[config.mk]
export PLATFORM = sky130hd
export DESIGN_NAME = cfg_hdr_gen
export DESIGN_NICKNAME = d
export VERILOG_FILES = /design/src/rtl/cfg_hdr_pkg.sv /design/src/rtl/cfg_addr_dec.sv /design/src/rtl/cfg_hdr_reg.sv /design/src/rtl/cfg_req_build.sv /design/src/rtl/cfg_txn_ctrl.sv /design/src/rtl/cfg_hdr_gen.sv
export SDC_FILE = /design/constraint.sdc
export NUM_CORES = 1
export LEC_CHECK = 0
export BUFFER_PORTS_ARGS = -buffer_cell sky130_fd_sc_hd__buf_2
export CAP_MARGIN = 0
export CORE_MARGIN = 2
export CORE_UTILIZATION = 46
export CTS_BUF_LIST = sky130_fd_sc_hd__clkbuf_8
export CTS_CLUSTER_SIZE = 20
export DETAILED_ROUTE_END_ITERATION = 10
export PLACE_DENSITY = 0.77
export SYNTH_ARGS = -nofsm -noshare
export SYNTH_HDL_FRONTEND = slang
export SYNTH_SLANG_ARGS = --single-unit
[constraint.sdc]
create_clock -name clk -period 2.05 [get_ports clk]
set_input_delay 0.205 -clock clk [delete_from_list [all_inputs] [get_ports clk]]
set_output_delay 0.205 -clock clk [all_outputs]
set_load 0.01 [all_outputs]
[src/rtl/cfg_hdr_pkg.sv]
package cfg_hdr_pkg;

   // Header layout; packed order fixes the bit positions software uses.
   typedef struct packed {
      logic       force_be;   // [20]
      logic [3:0] be;         // [19:16]
      logic [7:0] bus;        // [15:8]
      logic [7:0] devfn;      // [7:0]
   } cfg_hdr_t;

   localparam int unsigned HDR_BITS = $bits(cfg_hdr_t);

   typedef enum logic [1:0] {
      CPL_OK  = 2'b00,
      CPL_UR  = 2'b01,
      CPL_TMO = 2'b10,
      CPL_RSV = 2'b11
   } cpl_stat_e;

   typedef enum logic [1:0] {
      TX_IDLE,
      TX_ISSUE,
      TX_WAIT,
      TX_DONE
   } txn_st_e;

endpackage

[src/rtl/cfg_addr_dec.sv]
module cfg_addr_dec #(
   parameter int unsigned ADDR_W   = 13,
   parameter int unsigned HDR_ADDR = 'h140,
   parameter int unsigned WIN_BASE = 'h1000,
   parameter int unsigned WIN_LOG2 = 12
) (
   input  logic [ADDR_W-1:0]   addr,
   output logic                hit_hdr,
   output logic                hit_win,
   output logic [WIN_LOG2-1:0] win_off
);
   localparam int unsigned TAG_W = ADDR_W - WIN_LOG2;
   localparam logic [TAG_W-1:0] WIN_TAG = TAG_W'(WIN_BASE >> WIN_LOG2);

   always_comb begin
      hit_hdr = (addr == ADDR_W'(HDR_ADDR));
      hit_win = (addr[ADDR_W-1:WIN_LOG2] == WIN_TAG);
      win_off = addr[WIN_LOG2-1:0];
   end
endmodule

[src/rtl/cfg_hdr_reg.sv]
module cfg_hdr_reg
   import cfg_hdr_pkg::*;
(
   input  logic     clk,
   input  logic     rst_n,
   input  logic     wr_en,
   input  logic [31:0] wdata,
   output cfg_hdr_t hdr_q
);
   always_ff @(posedge clk or negedge rst_n) begin
      if (!rst_n)
         hdr_q <= '0;
      else if (wr_en)
         hdr_q <= cfg_hdr_t'(wdata[HDR_BITS-1:0]);
   end
endmodule

[src/rtl/cfg_req_build.sv]
module cfg_req_build
   import cfg_hdr_pkg::*;
#(
   parameter int unsigned OFF_W = 12
) (
   input  logic             clk,
   input  logic             rst_n,
   input  logic             load,
   input  cfg_hdr_t         hdr,
   input  logic [OFF_W-1:0] win_off,
   input  logic             is_write,
   input  logic [31:0]      wdata,
   output logic [7:0]       req_bus,
   output logic [7:0]       req_devfn,
   output logic [OFF_W-1:0] req_offset,
   output logic [3:0]       req_be,
   output logic             req_write,
   output logic [31:0]      req_data
);
   logic [3:0]       be_sel;
   logic [OFF_W-1:0] off_aligned;

   always_comb begin
      be_sel      = hdr.force_be ? hdr.be : 4'b1111;
      off_aligned = {win_off[OFF_W-1:2], 2'b00};
   end

   always_ff @(posedge clk or negedge rst_n) begin
      if (!rst_n) begin
         req_bus    <= '0;
         req_devfn  <= '0;
         req_offset <= '0;
         req_be     <= '0;
         req_write  <= 1'b0;
         req_data   <= '0;
      end else if (load) begin
         req_bus    <= hdr.bus;
         req_devfn  <= hdr.devfn;
         req_offset <= off_aligned;
         req_be     <= be_sel;
         req_write  <= is_write;
         req_data   <= is_write ? wdata : 32'h0;
      end
   end
endmodule

[src/rtl/cfg_txn_ctrl.sv]
module cfg_txn_ctrl
   import cfg_hdr_pkg::*;
#(
   parameter bit ERR_ALL_ONES = 1'b1
) (
   input  logic        clk,
   input  logic        rst_n,
   input  logic        start,
   input  logic        cpl_valid,
   input  logic [1:0]  cpl_status,
   input  logic [31:0] cpl_data,
   output logic        idle,
   output logic        issue,
   output logic        done,
   output logic [31:0] rdata_q
);
   txn_st_e     st_q, st_d;
   logic        cpl_take;
   logic [31:0] fill_data;

   always_comb begin
      idle     = (st_q == TX_IDLE);
      issue    = (st_q == TX_ISSUE);
      done     = (st_q == TX_DONE);
      cpl_take = cpl_valid && (st_q == TX_ISSUE || st_q == TX_WAIT);
   end

   generate
      if (ERR_ALL_ONES) begin : g_err_ones
         always_comb fill_data = (cpl_status == CPL_OK) ? cpl_data : 32'hFFFF_FFFF;
      end else begin : g_err_pass
         always_comb fill_data = cpl_data;
      end
   endgenerate

   always_comb begin
      st_d = st_q;
      unique case (st_q)
         TX_IDLE:  if (start) st_d = TX_ISSUE;
         TX_ISSUE: st_d = cpl_take ? TX_DONE : TX_WAIT;
         TX_WAIT:  if (cpl_take) st_d = TX_DONE;
         TX_DONE:  st_d = TX_IDLE;
         default:  st_d = TX_IDLE;
      endcase
   end

   always_ff @(posedge clk or negedge rst_n) begin
      if (!rst_n) begin
         st_q    <= TX_IDLE;
         rdata_q <= '0;
      end else begin
         st_q <= st_d;
         if (cpl_take) rdata_q <= fill_data;
      end
   end


   req_pulse_chk: assert property (@(posedge clk) disable iff (!rst_n)
      issue |=> !issue);


   err_fill_chk: assert property (@(posedge clk) disable iff (!rst_n)
      (cpl_take && cpl_status != 2'b00 && ERR_ALL_ONES) |=> (done && rdata_q == 32'hFFFF_FFFF));


   idle_cpl_chk: assert property (@(posedge clk) disable iff (!rst_n)
      (idle && !start) |=> idle);
endmodule

[src/rtl/cfg_hdr_gen.sv]
module cfg_hdr_gen
   import cfg_hdr_pkg::*;
#(
   parameter int unsigned ADDR_W       = 13,
   parameter int unsigned HDR_ADDR     = 'h140,
   parameter int unsigned WIN_BASE     = 'h1000,
   parameter int unsigned WIN_LOG2     = 12,
   parameter bit          ERR_ALL_ONES = 1'b1
) (
   input  logic                clk,
   input  logic                rst_n,
   input  logic [ADDR_W-1:0]   reg_addr,
   input  logic [31:0]         reg_wdata,
   input  logic                reg_wr,
   input  logic                reg_rd,
   output logic [31:0]         reg_rdata,
   output logic                reg_ready,
   output logic                req_valid,
   output logic [7:0]          req_bus,
   output logic [7:0]          req_devfn,
   output logic [WIN_LOG2-1:0] req_offset,
   output logic [3:0]          req_be,
   output logic                req_write,
   output logic [31:0]         req_data,
   input  logic                cpl_valid,
   input  logic [1:0]          cpl_status,
   input  logic [31:0]         cpl_data
);
   localparam int unsigned PAD_W = 32 - HDR_BITS;

   generate
      if (WIN_LOG2 < 3 || WIN_LOG2 >= ADDR_W)
         $error("WIN_LOG2 must lie between 3 and ADDR_W-1");
      if ((WIN_BASE % (1 << WIN_LOG2)) != 0)
         $error("WIN_BASE must be aligned to the window size");
      if (HDR_ADDR >= (1 << ADDR_W))
         $error("HDR_ADDR does not fit in ADDR_W");
   endgenerate

   logic                hit_hdr, hit_win;
   logic [WIN_LOG2-1:0] win_off;
   logic                win_stb, start, hdr_we;
   logic                idle, issue, done;
   logic [31:0]         cpl_rdata;
   cfg_hdr_t            hdr_q;

   cfg_addr_dec #(
      .ADDR_W(ADDR_W), .HDR_ADDR(HDR_ADDR),
      .WIN_BASE(WIN_BASE), .WIN_LOG2(WIN_LOG2)
   ) u_dec (
      .addr(reg_addr), .hit_hdr(hit_hdr), .hit_win(hit_win), .win_off(win_off)
   );

   always_comb begin
      win_stb = (reg_wr || reg_rd) && hit_win;
      start   = win_stb && idle;
      hdr_we  = reg_wr && hit_hdr && idle;
   end

   cfg_hdr_reg u_hdr (
      .clk(clk), .rst_n(rst_n), .wr_en(hdr_we), .wdata(reg_wdata), .hdr_q(hdr_q)
   );

   cfg_req_build #(.OFF_W(WIN_LOG2)) u_build (
      .clk(clk), .rst_n(rst_n), .load(start), .hdr(hdr_q),
      .win_off(win_off), .is_write(reg_wr), .wdata(reg_wdata),
      .req_bus(req_bus), .req_devfn(req_devfn), .req_offset(req_offset),
      .req_be(req_be), .req_write(req_write), .req_data(req_data)
   );

   cfg_txn_ctrl #(.ERR_ALL_ONES(ERR_ALL_ONES)) u_ctrl (
      .clk(clk), .rst_n(rst_n), .start(start),
      .cpl_valid(cpl_valid), .cpl_status(cpl_status), .cpl_data(cpl_data),
      .idle(idle), .issue(issue), .done(done), .rdata_q(cpl_rdata)
   );

   always_comb begin
      req_valid = issue;
      reg_ready = done || (idle && !win_stb);
      if (done)
         reg_rdata = cpl_rdata;
      else if (hit_hdr)
         reg_rdata = {{PAD_W{1'b0}}, hdr_q};
      else
         reg_rdata = 32'h0;
   end


   stall_chk: assert property (@(posedge clk) disable iff (!rst_n)
      req_valid |-> !reg_ready);


   hdr_match_chk: assert property (@(posedge clk) disable iff (!rst_n)
      req_valid |-> (req_bus == hdr_q.bus && req_devfn == hdr_q.devfn));


   start_stall_chk: assert property (@(posedge clk) disable iff (!rst_n)
      (win_stb && idle) |-> !reg_ready);
endmodule

---- Word-level counts from Yosys, hierarchy flattened ----
Cells that the tools add are included.
W data, S select, Z words.
storage, ports and cells
  flip-flop bits (word level) ............. 118
  bits in latches ......................... 0
  RAM bits ................................ 0
  ROM bits ................................ 0
  output and inout port bits .............. 99
  logic and storage cells ................. 40
  memories kept ........................... 0
cells by class
  add/sub/neg operators ................... 0
  multiply operators ...................... 0
  div/mod/pow operators ................... 0
  $lt $le $gt $ge ......................... 0
  equality and inequality tests ........... 6
  shift-type cells ........................ 0
  mux-type cells .......................... 9
  bitwise gates (word level) .............. 0
  reduce and logical (&&, ||, !) cells .... 13
operators with widths
  kind                   number
  $mux W32               3
  $mux W21               1
  $eq A13 B9 Y1 const B  1
  $pmux W2 S4            1
  $logic_and A1 B1 Y1    6
  $eq A2 B2 Y1 const B   2
  $logic_not A2 Y1       2
  $mux W2                2
  $mux W4                1
  $logic_or A1 B1 Y1     3
  $eq A2 B1 Y1 const B   1
  $ne A2 B1 Y1 const B   1
  $ne A2 B2 Y1 const B   1
  $reduce_and A2 Y1      1
  $logic_not A1 Y1       1
  $mux W1                1

---- Logic depth before layout (Yosys ltp) ----
Gate-level depths: netlist of run 1.
  depth in word-level cells ............... 5
  mapped depth ............................ 7

---- Cells and area by module ----
A second synthesis of run 1 with hierarchy kept.
unflattened totals
  cell total of the unflattened synthesis .. 416
  area total of the unflattened synthesis .. 5186.2 sq um
by module, submodules not included
  module         instances  cells an instance  area each (sq um)  sequential area each (sq um)
  cfg_req_build  1          216                2504.9             1576.5
  cfg_txn_ctrl   1          92                 1341.3             850.8
  cfg_hdr_reg    1          44                 859.6              525.5
  cfg_hdr_gen    1          46                 347.8              0.0
  cfg_addr_dec   1          18                 132.6              0.0

---- Least setup slack after synthesis of run 1 ----
Ideal clock, no wire load.
  kind .................................... reg2reg
  start point ............................. register u_ctrl.st_q[0]
  end point ............................... register, netlist name u_hdr.hdr_q[0]
  arrival ................................. 1577 ps
  data required time ...................... 1925 ps
  path slack .............................. 348 ps
  stages on the path, launching flop included .. 7
  path buffers ............................ 1
  period minus slack after synthesis ...... 1702 ps
  path through ............................ dfrtp_1 -> inv_1 -> ha_1 -> and4bb_1 -> nand4_2 -> buf_6 -> mux2_4
on the way
  cells in the longest elaborated chain, start to end .. 2
ends and longest elaborated chain
  item                      line                text
  start: declaration        cfg_txn_ctrl.sv:17  txn_st_e st_q, st_d;
  start signal: assignment  cfg_txn_ctrl.sv:52  st_q <= st_d;
  $logic_not A2 Y1          cfg_txn_ctrl.sv:22  idle = (st_q == TX_IDLE);
  $logic_and A1 B1 Y1       cfg_hdr_gen.sv:57   hdr_we = reg_wr && hit_hdr && idle;
Every way passes these cells.
A chain may end at the register's enable or synchronous reset.

---- Final worst setup path of run 1 ----
  start point ............................. register u_ctrl.st_q[1]
  end point ............................... output reg_rdata[11]
on the way
  cells in the longest elaborated chain, start to end .. 2
ends and longest elaborated chain
  item              line                text
  $eq A2 B2 Y1      cfg_txn_ctrl.sv:24  done = (st_q == TX_DONE);
  $mux W32          cfg_hdr_gen.sv:80   if (done)
  end: declaration  cfg_hdr_gen.sv:16   output logic [31:0] reg_rdata,
Every way passes these cells.

==> results of run 1 <==
## worst register-to-register path: stages, from the launching register on
cell and delay, ps:
dfrtp_1 430, inv_1 110, ha_2 280, and4bb_1 230, nand4_2 140, buf_4 250, mux2_4 320
## worst max path at each step
stage                         startpoint              to  slack [ps]  cells after the start
after floorplan           u_ctrl.st_q[0]  u_hdr.hdr_q[0]         350                      6
after global placement    u_ctrl.st_q[0]  u_hdr.hdr_q[5]         200                      6
after detailed placement  u_ctrl.st_q[0]  u_hdr.hdr_q[2]         110                      6
after CTS                 u_ctrl.st_q[1]   reg_rdata[11]          10                      5
after global routing      u_ctrl.st_q[1]   reg_rdata[17]         0.9                      5
final                     u_ctrl.st_q[1]   reg_rdata[11]          80                      5
## cells by family (layout without fill, tap and decap cells)
kind of cell             count (synthesis)  after routing  share of synthesized area [%]
other                                    1              2                         0.0760
AND/OR/NAND/NOR                         74             74                           8.49
multiplexers                            48             48                           12.5
buffers and inverters                   32            286                           3.09
flip-flops                             118            118                           59.8
adder cells (fa/ha/maj)                  4              4                           1.01
AO/OA/AOI/OAI                           97             97                           15.0
## flip-flops by register name, summed over array words and instances, names as in the netlist
signal / flops
u_ctrl.st_q: 2
u_build.req_be: 4
u_build.req_write: 1
u_build.req_data: 32
u_build.req_bus: 8
u_build.req_devfn: 8
u_build.req_offset: 10
u_ctrl.rdata_q: 32
u_hdr.hdr_q: 21
## cells in the final DEF, fill, tap and decap left out, types with 4 or more instances in the layout
cell | Yosys | layout
dfrtp_1 | 118 | 118
o21ai_0 | 26 | 17
mux2_4 | 20 | 20
buf_4 | 2 | 13
nor2b_1 | 5 | 5
o22a_1 | 32 | 32
clkinv_4 | 0 | 4
clkbuf_8 | 0 | 17
mux2_2 | 28 | 28
a22o_1 | 32 | 32
nand2_1 | 26 | 26
o21ai_1 | 0 | 8
clkinvlp_4 | 0 | 5
and2_1 | 12 | 11
buf_2 | 8 | 179
dlygate4sd3_1 | 0 | 57
nand2b_1 | 21 | 21
## where the power goes
part / switching, mW / internal (mW) / total [mW]
registers: 0.440 / 3.13 / 3.57
clock network: 0.981 / 1.20 / 2.19
logic: 1.76 / 1.73 / 3.48
## metrics by stage
stage	cells	hold slack (ps)	worst slack, ps	power [mW]	cell area (sq um)
floorplan	375	-90.6	348	5.54	4940
global placement	676	236	203	6.81	6000
detailed placement	676	239	113	6.93	6000
CTS	765	1.55	12.2	9.26	7000
global route	765	1.05	0.904	9.81	7010
finish	765	24.1	82.4	9.24	7010
## layer usage
metal	wire length, um	vias up	track usage, %	share of wire [%]
li1	-	1825	-	-
met1	5410	1929	29.2	42
met2	6400	163	38.4	49
met3	889	28	7.14	6.9
met4	262	0	8.70	2.0
met5	0	-	0	0
## area by class of cell
type	count	area, sq um
fillers	776	3360
inverters	2	7.51
multi-input cells	225	1840
clock buffers	17	234
clock inverters	15	181
well taps	136	170
repair buffers	252	1620
flip-flops and latches	118	2950
## timing repair
action | 4_1_cts | 5_1_grt
hold endpoints to repair | 99 | 0
setup endpoints to repair | 18 | 40
hold buffers | 57 | 0
gates resized for setup | 8 | 8
==> results.json, run 1 <==
{
  "status": "finished, final reports clean",
  "cts_buffer_depth": 2,
  "design.core.area_sq_um": 10400,
  "chipWidth_um": 108,
  "synthesis.yosys.warnings": 0,
  "skew_ps": 9.55,
  "timing.critical_path.fanout_max": 54,
  "worstHoldPathCells": 2,
  "initial_utilization_pct": 47.6,
  "critical_path.top_delay_family": "flip-flops",
  "fp.dieArea_sq_um": 11600,
  "grt_first_pass_wirelength_mm": 20.6,
  "tightestPinTransition_ps": 576,
  "timing_hold_violations_final": 0,
  "max-slew-margin-rel_pct": 61.6,
  "grt_start_max_net_pins": 55,
  "drc": 0,
  "drt-wirelength-per-cell_um": 16.9,
  "num_vias": 3945,
  "cp_slowest_cell": "dfrtp_1",
  "final_min_period_over_clock_period_pct": 96.0,
  "grt_antenna_before_repair": 0,
  "fin_util_pct": 67.6,
  "pin_count": 183,
  "die_height_um": 108,
  "clkSinkCount": 118,
  "numCtsBuffers": 17,
  "post_drt_via_cell_ratio": 5.16,
  "power.density_nw_per_um2": 1320,
  "worst_ep_required_time_ps": 1850,
  "antennaDiodeCount": 0,
  "detail_route.wirelength_mm": 13.0,
  "arrival_time_of_data_at_the_critical_path_endpoint_ps": 1760,
  "seq_area_frac_synth_pct": 59.8,
  "hold_start": "reg_wdata[4]",
  "htreeDepth": 4,
  "timing.setup.critical_path_class": "flip-flop to output pin",
  "worstHoldPathType": "primary input to flip-flop",
  "timing.critical_path.cells": "ha_2 > buf_12 > nand2b_1 > o21ai_0 > buf_2",
  "synth_top_cells_by_count": "dfrtp_1 (118), a22o_1 (32), o22a_1 (32)",
  "finalNetCount": 704,
  "clkSlewWorstSetupHoldPaths_ps": 80,
  "gr-usage-all-layers_pct": 23.4,
  "pleak_nw": 3.51,
  "yosysTopAreaCellShare_pct": 59.8,
  "ant_nets": 0,
  "cap_viol_max_count": 0,
  "postSynthRegisterBits": 118,
  "hold_end": "u_build.req_data[4]",
  "dp_hpwl_mm": 8.92,
  "regToRegSetupSlack_ps": 170,
  "cpPeakStageDelay_ps": 430,
  "netlist_instances": 374,
  "setup_tns_ps": 0,
  "ff2ff_path_depth": 6,
  "netlist_top_cells_area": "dfrtp_1 (60%), mux2_2 (6.4%), mux2_4 (6.1%), a22o_1 (5.7%), o22a_1 (5.7%)",
  "synth-main-ff-cell": "dfrtp_1",
  "syn-cell-area_sq_um": 4930,
  "final-max-slew-violation-count": 0,
  "cts_root_cell": "clkbuf_8",
  "cp-start-kind": "flip-flop",
  "asyncSetResetFlopFracSynth_pct": 100,
  "worstReg2RegStart": "u_ctrl.st_q[1]",
  "setup-violations-final": 0,
  "proportion_of_layout_cells_with_a_drive_suffix_above_1_pct": 44.8,
  "detailedRoute.firstPassIterationCount": 4,
  "mean_area_per_synthesized_cell_sq_um": 13.2,
  "grt_remaining_overflow": 0,
  "clock_latency_at_the_later_pin_of_the_worst_skew_pair_ps": 430,
  "setup_repair_after_global_routing_missed_its_margin": "no",
  "synth_edf_count": 0,
  "area_growth_pct": 42.1,
  "fp-row-count": 37,
  "clock_tree_from_tritoncts": "done",
  "buffer_ports.inserted": 180,
  "top_count_cell_post_synth": "dfrtp_1",
  "cp-end-kind": "output pin",
  "highest_clock_rate_ghz": 0.508,
  "crit_buf_inv": 2,
  "fin_crit_ps": 1970,
  "postCtsSetupBuffers": 0,
  "grt_pass1_vias": 4137,
  "synth_top_area_cell": "dfrtp_1",
  "drt-initial-drc-count": 218,
  "worst_r2r_endpoint": "u_hdr.hdr_q[2]",
  "max-vdd-ir-drop_mv": 0.742,
  "synth_cell_type_count": 30,
  "routabilityCongestion": 0.809
}
(Power assumes the default switching activity.)
==> inputs of run 2 (changes only) <==
- CORE_MARGIN: 2 -> 8
==> run 2 against run 1 <==
  * Clock skew fell by 2.3 ps
  * Critical path depth did not move
  * Clock power fell by 19%
  * Non-clock buffer count fell by 17
  * Critical endpoint is now reg_rdata[16]
==> results.json, run 2 (synthesis gave the netlist of run 1 again) <==
{
  "cap_viol_max_count": 0,
  "crit_buf_inv": 2,
  "grt_antenna_before_repair": 1,
  "clock_latency_at_the_later_pin_of_the_worst_skew_pair_ps": 420,
  "max-vdd-ir-drop_mv": 0.758,
  "worstHoldPathType": "primary input to flip-flop",
  "worstHoldPathCells": 2,
  "timing_hold_violations_final": 0,
  "initial_utilization_pct": 46.3,
  "proportion_of_layout_cells_with_a_drive_suffix_above_1_pct": 45.3,
  "cellInternalPower_mw": 5.76,
  "placed_area_sq_um": 6010,
  "drt-wirelength-per-cell_um": 18.2,
  "htreeDepth": 4,
  "final-max-slew-violation-count": 0,
  "dp_hpwl_mm": 9.78,
  "largestRegisters": "u_build.req_data: 32 flops, u_ctrl.rdata_q: 32 flops, u_hdr.hdr_q: 21 flops",
  "setup_tns_ps": 0,
  "routabilityCongestion": 0.779,
  "numCtsBuffers": 17,
  "post_drt_via_cell_ratio": 5.12,
  "fp-row-count": 38,
  "die_height_um": 120,
  "clkSlewWorstSetupHoldPaths_ps": 60,
  "grt_pass1_vias": 4306,
  "worst_ep_required_time_ps": 1850,
  "num_vias": 3854,
  "final_common_cell": "buf_2",
  "status": "finished, final reports clean",
  "ant_nets": 0,
  "timing.critical_path.fanout_max": 37,
  "detail_route.wirelength_mm": 13.7,
  "gr-usage-all-layers_pct": 19.4,
  "buffer_ports.inserted": 180,
  "skew_ps": 7.25,
  "fp.dieArea_sq_um": 14300,
  "final_area_sq_um": 6770,
  "seqPwrFrac_pct": 40.2,
  "clock_tree_from_tritoncts": "done",
  "finalNetCount": 687,
  "timing.critical_path.depth": 5,
  "cpPeakStageDelay_ps": 420,
  "grt_start_max_net_pins": 49,
  "drc": 0,
  "critical_path.top_delay_family": "flip-flops",
  "design.core.area_sq_um": 10700,
  "cp-end-kind": "output pin",
  "arrival_time_of_data_at_the_critical_path_endpoint_ps": 1740,
  "power.share.combinational_pct": 39.8,
  "drt-initial-drc-count": 246,
  "power.share.switching_pct": 35.1,
  "cp-start-kind": "flip-flop",
  "cts_root_cell": "clkbuf_8",
  "max-slew-margin-rel_pct": 60.7,
  "timing.setup.critical_path_class": "flip-flop to output pin",
  "fin_util_pct": 63.6,
  "setup-violations-final": 0,
  "ff2ff_path_depth": 5,
  "fin_total_pwr_mw": 8.88,
  "cp_slowest_cell": "dfrtp_1",
  "setup_repair_after_global_routing_missed_its_margin": "no",
  "grt_first_pass_wirelength_mm": 22.1,
  "clkSinkCount": 118,
  "grt_remaining_overflow": 0,
  "pin_count": 183,
  "layout.cells.most_common_list": "buf_2 (179), dfrtp_1 (118), dlygate4sd3_1 (40)",
  "power.density_nw_per_um2": 1310,
  "highest_clock_rate_ghz": 0.515,
  "area_growth_pct": 37.2,
  "tightestPinTransition_ps": 583,
  "chipWidth_um": 120,
  "detailedRoute.firstPassIterationCount": 4,
  "timing.critical_path.cells": "ha_1 > buf_8 > nand2b_1 > o21ai_0 > buf_2",
  "final_min_period_over_clock_period_pct": 94.7,
  "pleak_nw": 3.44,
  "switchingPower_mw": 3.12,
  "clockPowerShare_pct": 20.0,
  "fin_crit_ps": 1940,
  "cts_buffer_depth": 2
}
run 2: changes by cell type in the layout (fill, tap and decap cells not counted), moves of 2 or more:
cell / before / now
dlygate4sd3_1: 57 / 40
clkinv_2: 2 / 10
clkinv_4: 4 / 0
clkinvlp_4: 5 / 1
o21ai_1: 8 / 12
bufinv_16: 3 / 0
clkbuf_8: 17 / 20
o21ai_0: 17 / 14
ha_1: 2 / 4
ha_2: 2 / 0
run 2: worst paths after layout:
kind	start	end	slack, ps
max	u_ctrl.st_q[1]	reg_rdata[16]	110
min	cpl_data[10]	u_ctrl.rdata_q[10]	20
max reg2reg	u_ctrl.st_q[0]	u_build.req_devfn[1]	230
min reg2reg	u_build.req_write	u_build.req_write	470
max in group asynchronous	rst_n	u_build.req_data[26]	1130
min in group asynchronous	rst_n	u_build.req_offset[7]	270
run 2: cell type report:
class	instances	area, sq um
antenna	1	2.50
timing repair buffer	235	1460
inverter	2	7.51
fill	831	3880
tap	140	175
sequential	118	2950
multi-input combinational	225	1830
clock inverter	12	61.3
clock buffer	20	275
run 2: metal layers:
layer | GRT usage (%) | share of wire (%)
met2 | 31.0 | 49
met5 | 0 | 0
met3 | 7.00 | 6.9
met1 | 23.6 | 42
met4 | 7.65 | 2.1
run 2: power groups by stage:
stage	logic, mW	registers [mW]	clock network [mW]
floorplan	1.78	3.76	0
global placement	3.34	3.55	0
detailed placement	3.44	3.59	0
CTS	3.51	3.57	1.82
global route	3.84	3.67	1.95
finish	3.54	3.57	1.78
run 2: metrics by stage:
step | hold slack, ps | cells | setup WS (ps)
detailed placement | 186 | 678 | 226
global route | -3.50 | 753 | 5.34
finish | 21.6 | 753 | 108
CTS | 0.0456 | 749 | 9.22
floorplan | -90.6 | 375 | 348
global placement | 167 | 678 | 285
run 2: repair_timing:
| item | in CTS | in global routing |
|---|---|---|
| resized for setup | 1 | 13 |
| hold buffers | 39 | 1 |
| endpoints found under the hold margin | 68 | 1 |
| setup endpoints to repair | 6 | 17 |
| cloned | 0 | 0 |
| setup buffers | 0 | 2 |
==> inputs of run 3 (changes only) <==
- CORE_MARGIN: 8 -> unset
- SLEW_MARGIN: unset -> 5
==> run 3 against run 2 <==
  * Fmax is essentially flat
  * Die area shrank 22%
  * Clock power grew 20%
  * First-iteration DRC count fell by 4.1%
  * Worst setup slack got worse by 1.8 ps
  * Count of clock-buffer cells in the layout decreased by 1
==> results.json, run 3 (synthesis gave the netlist of run 1 again) <==
{
  "cp-start-kind": "flip-flop",
  "detail_route.wirelength_mm": 12.9,
  "buffer_ports.inserted": 180,
  "routabilityCongestion": 0.823,
  "preCtsSetupSlack_ps": 65.3,
  "max-vdd-ir-drop_mv": 0.899,
  "chipWidth_um": 106,
  "power.density_nw_per_um2": 1330,
  "fp.dieArea_sq_um": 11100,
  "area_growth_pct": 38.9,
  "timing.critical_path.fanout_max": 29,
  "layout.cells.most_common_list": "buf_2 (179), dfrtp_1 (118), dlygate4sd3_1 (46)",
  "fin_crit_ps": 1940,
  "finalNetCount": 691,
  "timing.critical_path.cells": "ha_2 > buf_6 > nand2b_1 > o21ai_0 > buf_2",
  "fp-row-count": 37,
  "crit_buf_inv": 2,
  "proportion_of_layout_cells_with_a_drive_suffix_above_1_pct": 44.3,
  "grt_antenna_before_repair": 0,
  "gr-usage-all-layers_pct": 24.2,
  "placed_cells_incl_taps": 674,
  "num_vias": 3887,
  "clock_latency_at_the_later_pin_of_the_worst_skew_pair_ps": 420,
  "grt_pass1_vias": 3992,
  "setup_tns_ps": 0,
  "highest_clock_rate_ghz": 0.515,
  "hold_ws_ps": 28.7,
  "status": "finished, final reports clean",
  "timing_hold_violations_final": 0,
  "placed_area_sq_um": 5980,
  "setup-violations-final": 0,
  "layout.filler_cells": 797,
  "max-slew-margin-rel_pct": 65.3,
  "cts_buffer_depth": 2,
  "grt_first_pass_wirelength_mm": 20.4,
  "cp-end-kind": "output pin",
  "final_common_cell": "buf_2",
  "fin_total_pwr_mw": 9.15,
  "final_min_period_over_clock_period_pct": 94.8,
  "final_area_sq_um": 6860,
  "largestRegisters": "u_build.req_data: 32 flops, u_ctrl.rdata_q: 32 flops, u_hdr.hdr_q: 21 flops",
  "pleak_nw": 3.47,
  "initial_utilization_pct": 47.6,
  "final-max-slew-violation-count": 0,
  "drc": 0,
  "tightestPinTransition_ps": 508,
  "die_height_um": 106,
  "arrival_time_of_data_at_the_critical_path_endpoint_ps": 1740,
  "clkSlewWorstSetupHoldPaths_ps": 70,
  "grt_remaining_overflow": 0,
  "fin_util_pct": 66.1,
  "dp_hpwl_mm": 8.84,
  "clkSinkCount": 118,
  "drt-initial-drc-count": 236,
  "layoutNonFillerInstCount": 753,
  "setup_repair_after_global_routing_missed_its_margin": "no",
  "post_drt_via_cell_ratio": 5.16,
  "skew_ps": 8.51,
  "setup_ws_ps": 107,
  "numCtsBuffers": 17,
  "cap_viol_max_count": 0,
  "critical_path.top_delay_family": "flip-flops",
  "cpPeakStageDelay_ps": 430,
  "worst_ep_required_time_ps": 1850,
  "design.core.area_sq_um": 10400,
  "postCtsSetupBuffers": 0,
  "ant_nets": 0,
  "worstHoldPathType": "primary input to flip-flop",
  "clock_tree_from_tritoncts": "done",
  "timing.setup.critical_path_class": "flip-flop to output pin",
  "htreeDepth": 4,
  "grt_start_max_net_pins": 51,
  "cts_root_cell": "clkbuf_8",
  "cp_slowest_cell": "dfrtp_1",
  "detailedRoute.firstPassIterationCount": 4,
  "drt-wirelength-per-cell_um": 17.2,
  "pin_count": 183
}
## run 3: layout make-up
class / count / area (sq um) / area share, %
clock inverters: 13 / 140 / 2.04
clock buffers: 19 / 262 / 3.81
well taps: 136 / 170 / 2.48
multi-input cells: 225 / 1840 / 26.8
inverters: 2 / 7.51 / 0.110
repair buffers: 239 / 1490 / 21.7
diodes: 1 / 2.50 / 0.0365
flip-flops and latches: 118 / 2950 / 43.1
## run 3: final timing paths
path / from / endpoint / slack [ps] / depth (start not counted)
setup / recovery: u_ctrl.st_q[1] / reg_rdata[7] / 110 / 5
hold / removal: reg_wdata[18] / u_build.req_data[18] / 30 / 2
setup reg to reg: u_ctrl.st_q[0] / u_hdr.hdr_q[16] / 130 / 6
hold reg to reg: u_build.req_write / u_build.req_write / 480 / 1
max in group asynchronous: rst_n / u_hdr.hdr_q[18] / 940 / 3
min in group asynchronous: rst_n / u_build.req_data[30] / 300 / 2
## run 3: per-layer routing
layer	part of all wire [%]	track usage [%]	up-vias	wire length, um
li1	-	-	1804	-
met1	45	32.7	1921	5820
met2	48	37.9	148	6250
met3	5.5	6.37	14	717
met4	1.2	8.73	0	150
met5	0	0	-	0
## run 3: what timing repair did
item                                    CTS  global route
hold buffers                             44             2
endpoints found under the setup margin    4            17
resized for setup                         3             8
endpoints found under the hold margin    80             2
## run 3: power by group
group | internal (mW) | leakage (nW) | switching [mW]
Combinational | 1.69 | 1.82 | 1.75
Sequential | 3.14 | 1.44 | 0.452
Clock | 1.24 | 0.216 | 0.888
Total | 6.06 | 3.47 | 3.09
